### src/rtl/rbs_pkg.sv
package rbs_pkg;
   typedef enum logic [1:0] {
      ST_HELD = 2'd0,
      ST_BOOT = 2'd1,
      ST_RUN  = 2'd2
   } boot_state_t;
endpackage

### src/rtl/rbs_sync.sv
module rbs_sync #(
   parameter int STAGES = 2
) (
   input  logic clk,
   input  logic por_n,
   input  logic d_async,
   output logic q
);
   logic [STAGES-1:0] chain;

   generate
      for (genvar i = 0; i < STAGES; i++) begin : g_stage
         if (i == 0) begin : g_first
            always_ff @(posedge clk or negedge por_n) begin
               if (!por_n) chain[0] <= 1'b0;
               else        chain[0] <= d_async;
            end
         end else begin : g_next
            always_ff @(posedge clk or negedge por_n) begin
               if (!por_n) chain[i] <= 1'b0;
               else        chain[i] <= chain[i-1];
            end
         end
      end
   endgenerate

   assign q = chain[STAGES-1];
endmodule

### src/rtl/rbs_clkdiv.sv
module rbs_clkdiv (
   input  logic clk,
   input  logic por_n,
   input  logic resync,
   output logic phase
);
   always_ff @(posedge clk or negedge por_n) begin
      if (!por_n)      phase <= 1'b0;
      else if (resync) phase <= 1'b0;
      else             phase <= ~phase;
   end
endmodule

### src/rtl/rbs_low_filter.sv
module rbs_low_filter #(
   parameter int LOW_MIN = 16
) (
   input  logic clk,
   input  logic por_n,
   input  logic pin_hi,
   input  logic st_end,
   output logic reset_seen
);
   localparam int CNT_W = $clog2(LOW_MIN + 1);
   localparam logic [CNT_W-1:0] CNT_SAT = CNT_W'(LOW_MIN);

   logic [CNT_W-1:0] low_cnt;

   always_ff @(posedge clk or negedge por_n) begin
      if (!por_n)                         low_cnt <= CNT_SAT;
      else if (pin_hi)                    low_cnt <= '0;
      else if (st_end && low_cnt != CNT_SAT) low_cnt <= low_cnt + 1'b1;
   end

   assign reset_seen = (low_cnt == CNT_SAT);
endmodule

### src/rtl/rbs_boot_fsm.sv
module rbs_boot_fsm
   import rbs_pkg::*;
#(
   parameter int            ADDR_W    = 16,
   parameter int            DATA_W    = 8,
   parameter int            BOOT_LEN  = 10,
   parameter int            CFG0_STEP = 2,
   parameter int            CFG1_STEP = 4,
   parameter logic [15:0]   CFG0_ADDR = 16'h2018,
   parameter logic [15:0]   CFG1_ADDR = 16'h201A,
   parameter logic [7:0]    CFG_INIT  = 8'h00
) (
   input  logic              clk,
   input  logic              por_n,
   input  logic              pin_hi,
   input  logic              reset_seen,
   input  logic              st_end,
   input  logic [DATA_W-1:0] mem_rdata,
   output logic              resync,
   output logic              mem_rd,
   output logic [ADDR_W-1:0] mem_addr,
   output logic [DATA_W-1:0] cfg0,
   output logic [DATA_W-1:0] cfg1,
   output logic              psw_clr,
   output logic              pc_load,
   output logic              in_reset,
   output logic              core_run
);
   localparam int STEP_W = $clog2(BOOT_LEN);
   localparam logic [STEP_W-1:0] STEP_LAST = STEP_W'(BOOT_LEN - 1);
   localparam logic [STEP_W-1:0] STEP_C0   = STEP_W'(CFG0_STEP);
   localparam logic [STEP_W-1:0] STEP_C1   = STEP_W'(CFG1_STEP);

   boot_state_t       state;
   logic [STEP_W-1:0] step;
   logic              in_boot;

   always_ff @(posedge clk or negedge por_n) begin
      if (!por_n) begin
         state <= ST_HELD;
         step  <= '0;
         cfg0  <= DATA_W'(CFG_INIT);
         cfg1  <= DATA_W'(CFG_INIT);
      end else begin
         case (state)
            ST_HELD: begin
               if (pin_hi) begin
                  state <= ST_BOOT;
                  step  <= '0;
               end
            end
            ST_BOOT: begin
               if (!pin_hi) begin
                  state <= ST_HELD;
               end else if (st_end) begin
                  if (step == STEP_C0) cfg0 <= mem_rdata;
                  if (step == STEP_C1) cfg1 <= mem_rdata;
                  if (step == STEP_LAST) state <= ST_RUN;
                  else                   step  <= step + 1'b1;
               end
            end
            ST_RUN: begin
               if (reset_seen) state <= ST_HELD;
            end
            default: state <= ST_HELD;
         endcase
      end
   end

   always_comb begin
      in_boot  = (state == ST_BOOT);
      in_reset = (state == ST_HELD);
      core_run = (state == ST_RUN);
      resync   = in_reset && pin_hi;
      psw_clr  = in_boot && (step == '0);
      pc_load  = in_boot && (step == STEP_LAST);
      mem_rd   = in_boot && ((step == STEP_C0) || (step == STEP_C1));
      mem_addr = '0;
      if (mem_rd) mem_addr = (step == STEP_C1) ? ADDR_W'(CFG1_ADDR) : ADDR_W'(CFG0_ADDR);
   end
endmodule

### src/rtl/rst_boot_seq.sv
module rst_boot_seq #(
   parameter int          ADDR_W      = 16,
   parameter int          DATA_W      = 8,
   parameter int          SYNC_STAGES = 2,
   parameter int          LOW_MIN     = 16,
   parameter int          BOOT_LEN    = 10,
   parameter int          CFG0_STEP   = 2,
   parameter int          CFG1_STEP   = 4,
   parameter logic [15:0] CFG0_ADDR   = 16'h2018,
   parameter logic [15:0] CFG1_ADDR   = 16'h201A,
   parameter logic [15:0] START_VEC   = 16'h2080,
   parameter logic [7:0]  CFG_INIT    = 8'h00
) (
   input  logic              clk,
   input  logic              por_n,
   input  logic              rst_pin_n,
   input  logic [DATA_W-1:0] mem_rdata,
   output logic              mem_rd,
   output logic [ADDR_W-1:0] mem_addr,
   output logic [DATA_W-1:0] cfg0,
   output logic [DATA_W-1:0] cfg1,
   output logic              psw_clr,
   output logic              pc_load,
   output logic [ADDR_W-1:0] pc_value,
   output logic              in_reset,
   output logic              core_run,
   output logic              clkout
);
   generate
      if (SYNC_STAGES < 2) begin : g_bad_sync
         $error("rst_boot_seq: SYNC_STAGES must be at least 2");
      end
      if (LOW_MIN < 2) begin : g_bad_low
         $error("rst_boot_seq: LOW_MIN must be at least 2");
      end
      if (BOOT_LEN < 3) begin : g_bad_len
         $error("rst_boot_seq: BOOT_LEN must be at least 3");
      end
      if (!(CFG0_STEP > 0 && CFG0_STEP < CFG1_STEP && CFG1_STEP < BOOT_LEN - 1)) begin : g_bad_step
         $error("rst_boot_seq: read steps must lie strictly inside the sequence, in order");
      end
      if (ADDR_W < 16) begin : g_bad_addr
         $error("rst_boot_seq: ADDR_W must hold the fixed addresses");
      end
   endgenerate

   logic pin_hi;
   logic phase;
   logic reset_seen;
   logic resync;

   rbs_sync #(.STAGES(SYNC_STAGES)) u_sync (
      .clk     (clk),
      .por_n   (por_n),
      .d_async (rst_pin_n),
      .q       (pin_hi)
   );

   rbs_clkdiv u_div (
      .clk    (clk),
      .por_n  (por_n),
      .resync (resync),
      .phase  (phase)
   );

   rbs_low_filter #(.LOW_MIN(LOW_MIN)) u_filt (
      .clk        (clk),
      .por_n      (por_n),
      .pin_hi     (pin_hi),
      .st_end     (phase),
      .reset_seen (reset_seen)
   );

   rbs_boot_fsm #(
      .ADDR_W    (ADDR_W),
      .DATA_W    (DATA_W),
      .BOOT_LEN  (BOOT_LEN),
      .CFG0_STEP (CFG0_STEP),
      .CFG1_STEP (CFG1_STEP),
      .CFG0_ADDR (CFG0_ADDR),
      .CFG1_ADDR (CFG1_ADDR),
      .CFG_INIT  (CFG_INIT)
   ) u_fsm (
      .clk        (clk),
      .por_n      (por_n),
      .pin_hi     (pin_hi),
      .reset_seen (reset_seen),
      .st_end     (phase),
      .mem_rdata  (mem_rdata),
      .resync     (resync),
      .mem_rd     (mem_rd),
      .mem_addr   (mem_addr),
      .cfg0       (cfg0),
      .cfg1       (cfg1),
      .psw_clr    (psw_clr),
      .pc_load    (pc_load),
      .in_reset   (in_reset),
      .core_run   (core_run)
   );

   assign clkout   = phase;
   assign pc_value = ADDR_W'(START_VEC);
endmodule

### config.mk
export PLATFORM = sky130hd
export DESIGN_NAME = rst_boot_seq
export DESIGN_NICKNAME = d
export VERILOG_FILES = /design/src/rtl/rbs_pkg.sv /design/src/rtl/rbs_sync.sv /design/src/rtl/rbs_clkdiv.sv /design/src/rtl/rbs_low_filter.sv /design/src/rtl/rbs_boot_fsm.sv /design/src/rtl/rst_boot_seq.sv
export SDC_FILE = /design/constraint.sdc
export NUM_CORES = 1
export LEC_CHECK = 0
export ABC_AREA = 1
export BUFFER_PORTS_ARGS = -buffer_cell sky130_fd_sc_hd__buf_2
export CAP_MARGIN = 10
export CORE_MARGIN = 4
export CORE_UTILIZATION = 29
export CTS_CLUSTER_SIZE = 40
export DETAILED_ROUTE_END_ITERATION = 10
export PLACE_DENSITY_LB_ADDON = 0.12
export SLEW_MARGIN = 15
export SYNTH_ARGS = -nofsm -noshare
export SYNTH_HDL_FRONTEND = slang
export SYNTH_HIERARCHICAL = 1
export SYNTH_SLANG_ARGS = --single-unit
### constraint.sdc
create_clock -name clk -period 3.8 [get_ports clk]
set_clock_uncertainty 0.15 [all_clocks]
set_input_delay 0.38 -clock clk [delete_from_list [all_inputs] [get_ports clk]]
set_output_delay 0.38 -clock clk [all_outputs]
set_load 0.005 [all_outputs]
# --- Word-level counts from Yosys, hierarchy flattened ---
# Index checks and enable logic that the tools add are counted.
classes:
  n_addsub: 2
  n_mux: 16
  eq_ne: 14
  bitwise_logic: 1
  reduce_logical: 14
op_table:
  columns: ["operator", "count"]
  rows:
  - ["$mux W16", 1]
  - ["$mux W4", 4]
  - ["$mux W2", 6]
  - ["$reduce_and A4 Y1", 3]
  - ["$mux W5", 2]
  - ["$pmux W4 S2", 1]
  - ["$ne A2 B2 Y1 const B", 3]
  - ["$ne A3 B3 Y1 const B", 2]
  - ["$pmux W2 S3", 1]
  - ["$add A5 B1 Y5 const B", 1]
  - ["$eq A5 B5 Y1 const B", 1]
  - ["$logic_and A1 B1 Y1", 5]
  - ["$ne A5 B5 Y1 const B", 1]
  - ["$reduce_and A5 Y1", 1]
  - ["$add A4 B1 Y4 const B", 1]
  - ["$eq A4 B2 Y1 const B", 1]
  - ["$eq A4 B3 Y1 const B", 1]
  - ["$eq A4 B4 Y1 const B", 1]
  - ["$logic_not A4 Y1", 1]
  - ["$ne A2 B1 Y1 const B", 2]
  - ["$reduce_bool A2 Y1", 2]
  - ["$eq A2 B1 Y1 const B", 1]
  - ["$eq A2 B2 Y1 const B", 1]
  - ["$logic_not A2 Y1", 1]
  - ["other kinds (3)", 3]
word_totals:
  regBits: 30
  in_bits: 11
  wordCells: 55

# --- Longest topological paths before layout ---
depth:
  ltp_word: 5
  mapped_depth: 10

# --- Modules after synthesis ---
# Netlist, hierarchy kept.
modules_own_cells:
  columns: ["module", "instances", "cells_per_inst", "area_per_inst_um2"]
  rows:
  - ["rbs_boot_fsm", 1, 151, 1203.7]
  - ["rbs_low_filter", 1, 41, 342.8]
  - ["rst_boot_seq", 1, 18, 127.6]
  - ["rbs_sync", 1, 2, 50.0]
  - ["rbs_clkdiv", 1, 2, 28.8]

# --- Worst setup path after synthesis ---
# No wires, ideal clock.
synth_timing:
  path_type: "flip-flop to output port"
  startpoint: "register u_fsm.step[0]"
  endpoint: "output port mem_addr[13]"
  t_arrival_ns: 1.253
  path_slack_ns: 2.017
  path_stages_with_launch: 6
  path_cell_list: "dfrtp_1 inv_1 ha_1 nand3_1 o22ai_1 buf_4"
synth_between:
  elab_chain_len: 4
synth_rtl:
  columns: ["element", "line", "rtl"]
  rows:
  - ["start: declaration", "rbs_boot_fsm.sv:35", "logic [STEP_W-1:0] step;"]
  - ["start signal: assignment", "rbs_boot_fsm.sv:59", "else step <= step + 1'b1;"]
  - ["$eq A4 B2 Y1 / $eq A4 B3 Y1 (equally long branches)", "rbs_boot_fsm.sv:77", "mem_rd = in_boot && ((step == STEP_C0) || (step == STEP_C1));"]
  - ["$logic_or A1 B1 Y1 (*)", "rbs_boot_fsm.sv:77", null]
  - ["$logic_and A1 B1 Y1 (*)", "rbs_boot_fsm.sv:77", null]
  - ["net mem_rd", "rst_boot_seq.sv:18", "output logic mem_rd,"]
  - ["$mux W16 (*)", "rbs_boot_fsm.sv:79", "if (mem_rd) mem_addr = (step == STEP_C1) ? ADDR_W'(CFG1_ADDR) : ADDR_W'(CFG0_ADDR);"]
  - ["end: declaration", "rst_boot_seq.sv:19", "output logic [ADDR_W-1:0] mem_addr,"]
# Mark *: on every way through the listed nets, which the timed path passes. The rest lies on a longest branch.

# --- Worst setup path in the final report ---
layout_timing:
  startpoint: "register u_fsm.step[0]"
  endpoint: "output port mem_rd"
layout_between:
  elab_chain_len: 3
layout_rtl:
  columns: ["element", "line"]
  rows:
  - ["$eq A4 B2 Y1 / $eq A4 B3 Y1 (equally long branches)", "rbs_boot_fsm.sv:77"]
  - ["$logic_or A1 B1 Y1 (*)", "rbs_boot_fsm.sv:77"]
  - ["$logic_and A1 B1 Y1 (*)", "rbs_boot_fsm.sv:77"]
  - ["end: declaration", "rst_boot_seq.sv:18"]
# Mark *: on every way between the ends. The rest lies on a longest branch, timed or not.

==> impl_results.md <==
* Top-count cell post-synth: nand2_1
* CTS root buffer: clkbuf_8
* Rows at 28
* Hold_ws at -0.00798 ns
* Detailed-route DRC error count at 0
* Post-synthesis cell area at 1750 um2
* Hold buffer count at CTS at 0
* Clk_lat worst skew at 0.29 ns
* Number of max-cap violations at 0
* Synth Warn # at 6
* Fillers at 652
* Vias in the first global route at 1,263
* Most area-consuming cells after synthesis: dfrtp_1 (41%), buf_4 (13%), nand2_1 (13%)
* PD cells at 492 nW/um2
* # IOs at 65
* CP top delay family: flip-flops
* CTS tree: yes
* Slowest Stage Delay on Critical Path at 0.45 ns
* GRT Residual Overflow at 0
* Non-filler cells, final at 325
* Critical-path cell list: inv_1 -> ha_1 -> nand3_1 -> o22ai_1 -> buf_2
* Startpoint types: flop
* Die Footprint at 7350 um2
* Worst r2r src: u_div/phase
* Critical path arrival at 1.67 ns
* CP bufs+invs at 2
* Max Fclk at 0.455 GHz
* Area after DPL at 1880 um2
* Largest net degree at the start of global routing at 31
* Final Max Slew Viols at 0
* Die height at 85.7 um
* Routed vias at 1,353
* Fin nets at 266
* CTS Sinks at 30
* VDD IR max at 0.239 mV
* Setup bufs post-CTS at 0
* Slew Limit Headroom at 52.5%
* Finished Core Util at 33.5%
* Synth area leader: dfrtp_1
* Worst Reg-to-Reg Cells at 5
* Asr flop ratio synth at 100%
* Ant diodes at 0
* Post-route cell area at 1970 um2
* Yosys cell types at 26
* Hold crit path type: input port to async pin
* FF+latch count, synth at 30
* First-pass GRT wire length at 6.16 mm
* Reg2reg setup slack at 1.98 ns
* Final Critical Period at 2.20 ns
* Worst flop-to-flop path endpoint: u_fsm/cfg1[3]
* RSZ-0062 raised after global routing: no
* Seq/Total Area, Yosys at 42.9%
* CTS clk-pin slew, worst paths at 0.07 ns
* Slew at the pin with the worst max-slew slack at 0.713 ns
* Storage element area at 752 um2
* Synth top cells by count: nand2_1 (61), buf_4 (31), dfrtp_1 (29)
* Initial DRC Count at 50
* TritonCTS Buffers at 5
* Routed Antenna Nets at 0
* Syn_area_per_cell at 8.19 um2
* Final setup violation count at 0
* Status: finished with violations
* Tot GR Track Use at 10.8%
* Multi-input gate area at 772 um2
* Dpl ws at 1.89 ns
* Failing checks: hold timing
* WL/cell at 11.6 um
* Gp weighted congestion at 0.749
* Area share of the largest cell type after synthesis at 41.4%
* Fraction of layout cells with a size suffix above 1 at 23.2%
* Most used flip-flop cell after synthesis: dfrtp_1
* Die span in x at 85.7 um
* CTS H-tree lvls at 2
* Worst EP required at 3.27 ns
* Post-synth EDFFs at 0
* First-pass DRT Iterations at 4
* Crit Path Category: flop to primary output
* Initial antenna violation count at 0
* Final HPWL DP at 2.82 mm
* Final hold viol count at 8
* Leakage at 0.00104 uW
* Crit path capture type: primary output
* Layout Area Growth over Synthesis at 12.4%
* Final WS setup at 1.60 ns
* Crit Path Max Fanout at 7
* Max clock buf depth at 2
* Total negative slack at 0 ns
* Drt total wl at 3.77 mm
* Vias/cell at 4.16
* Inst Count DP at 317
* Final Cycle Share at 57.9%
* Mapped Cells at 214
* Core area at 5890 um2
* CP max-delay cell: dfrtp_1
* CTS resizes at 0
* Starting Density at 29.8%
* # port buffers at 36
==> worst max path at each step <==
stage | cells past startpoint | end | from | slack, ns
2_1_floorplan | 5 | mem_addr[13] | u_fsm/step[0] | 2.02
3_3_place_gp | 5 | mem_rd | u_fsm/step[0] | 1.91
3_5_place_dp | 5 | mem_rd | u_fsm/step[0] | 1.89
4_1_cts | 5 | mem_rd | u_fsm/step[0] | 1.56
5_1_grt | 5 | mem_rd | u_fsm/step[0] | 1.44
6_report | 5 | mem_rd | u_fsm/step[0] | 1.60
==> where the power goes <==
group          leakage [uW]  switching, uW  internal (uW)
combinational      0.000649            134            108
clock             0.0000482            125            146
sequential         0.000341           55.1            401
==> flip-flops by register name (all words and copies together) (netlist names) <==
signal	count
u_fsm/step	4
u_filt/low_cnt	5
u_fsm/cfg0	8
u_sync/chain	1
u_fsm/state	2
u_fsm/cfg1	8
u_sync/q	1
u_div/phase	1
==> through the flow <==
| step | total power [uW] | hold slack (ns) |
|---|---|---|
| 6_report | 969 | -0.00798 |
| 3_3_place_gp | 711 | 0.191 |
| 3_5_place_dp | 712 | 0.191 |
| 4_1_cts | 987 | 0.0262 |
| 5_1_grt | 1050 | 0.0401 |
| 2_1_floorplan | 613 | -0.0656 |
==> area by class of cell <==
cell class	count	area share, %
Multi-Input combinational cell	158	39.2
Clock inverter	1	0.254
Clock buffer	7	4.38
Sequential cell	30	38.2
Timing Repair Buffer	36	9.14
Inverter	18	4.13
Tap cell	75	4.76
==> cells in the final DEF (no fill, tap or decap), drive strengths merged, types with 2 or more instances in the layout <==
| cell | instances |
|---|---|
| buf | 36 |
| conb | 28 |
| clkbuf | 7 |
| nor2 | 16 |
| o21ai | 7 |
| clkinv | 2 |
| nand2 | 66 |
| dfrtp | 29 |
| nand3 | 24 |
| ha | 6 |
| nand4 | 6 |
| inv | 16 |
==> layer usage <==
layer  up-vias  part of all wire (%)  GRT usage [%]
li1        687                     -              -
met1       629                    44           14.0
met2        31                    48           16.2
met3         6                   6.1           3.75
met4         0                   1.9           4.75
met5         -                     0              0
==> cells by family (layout without fill, tap and decap cells) <==
kind of cell	count (synthesis)	after routing	share of synthesized area, %
and+or+nand+nor	114	114	30.2
xor gates and xnor gates	1	1	0.500
AOI/OAI and AO/OA	9	9	3.07
adders and majority gates	6	6	4.28
other	3	28	0.642
buffers and inverters	51	62	18.4
DFF	30	30	42.9
(Power assumes the default switching activity.)
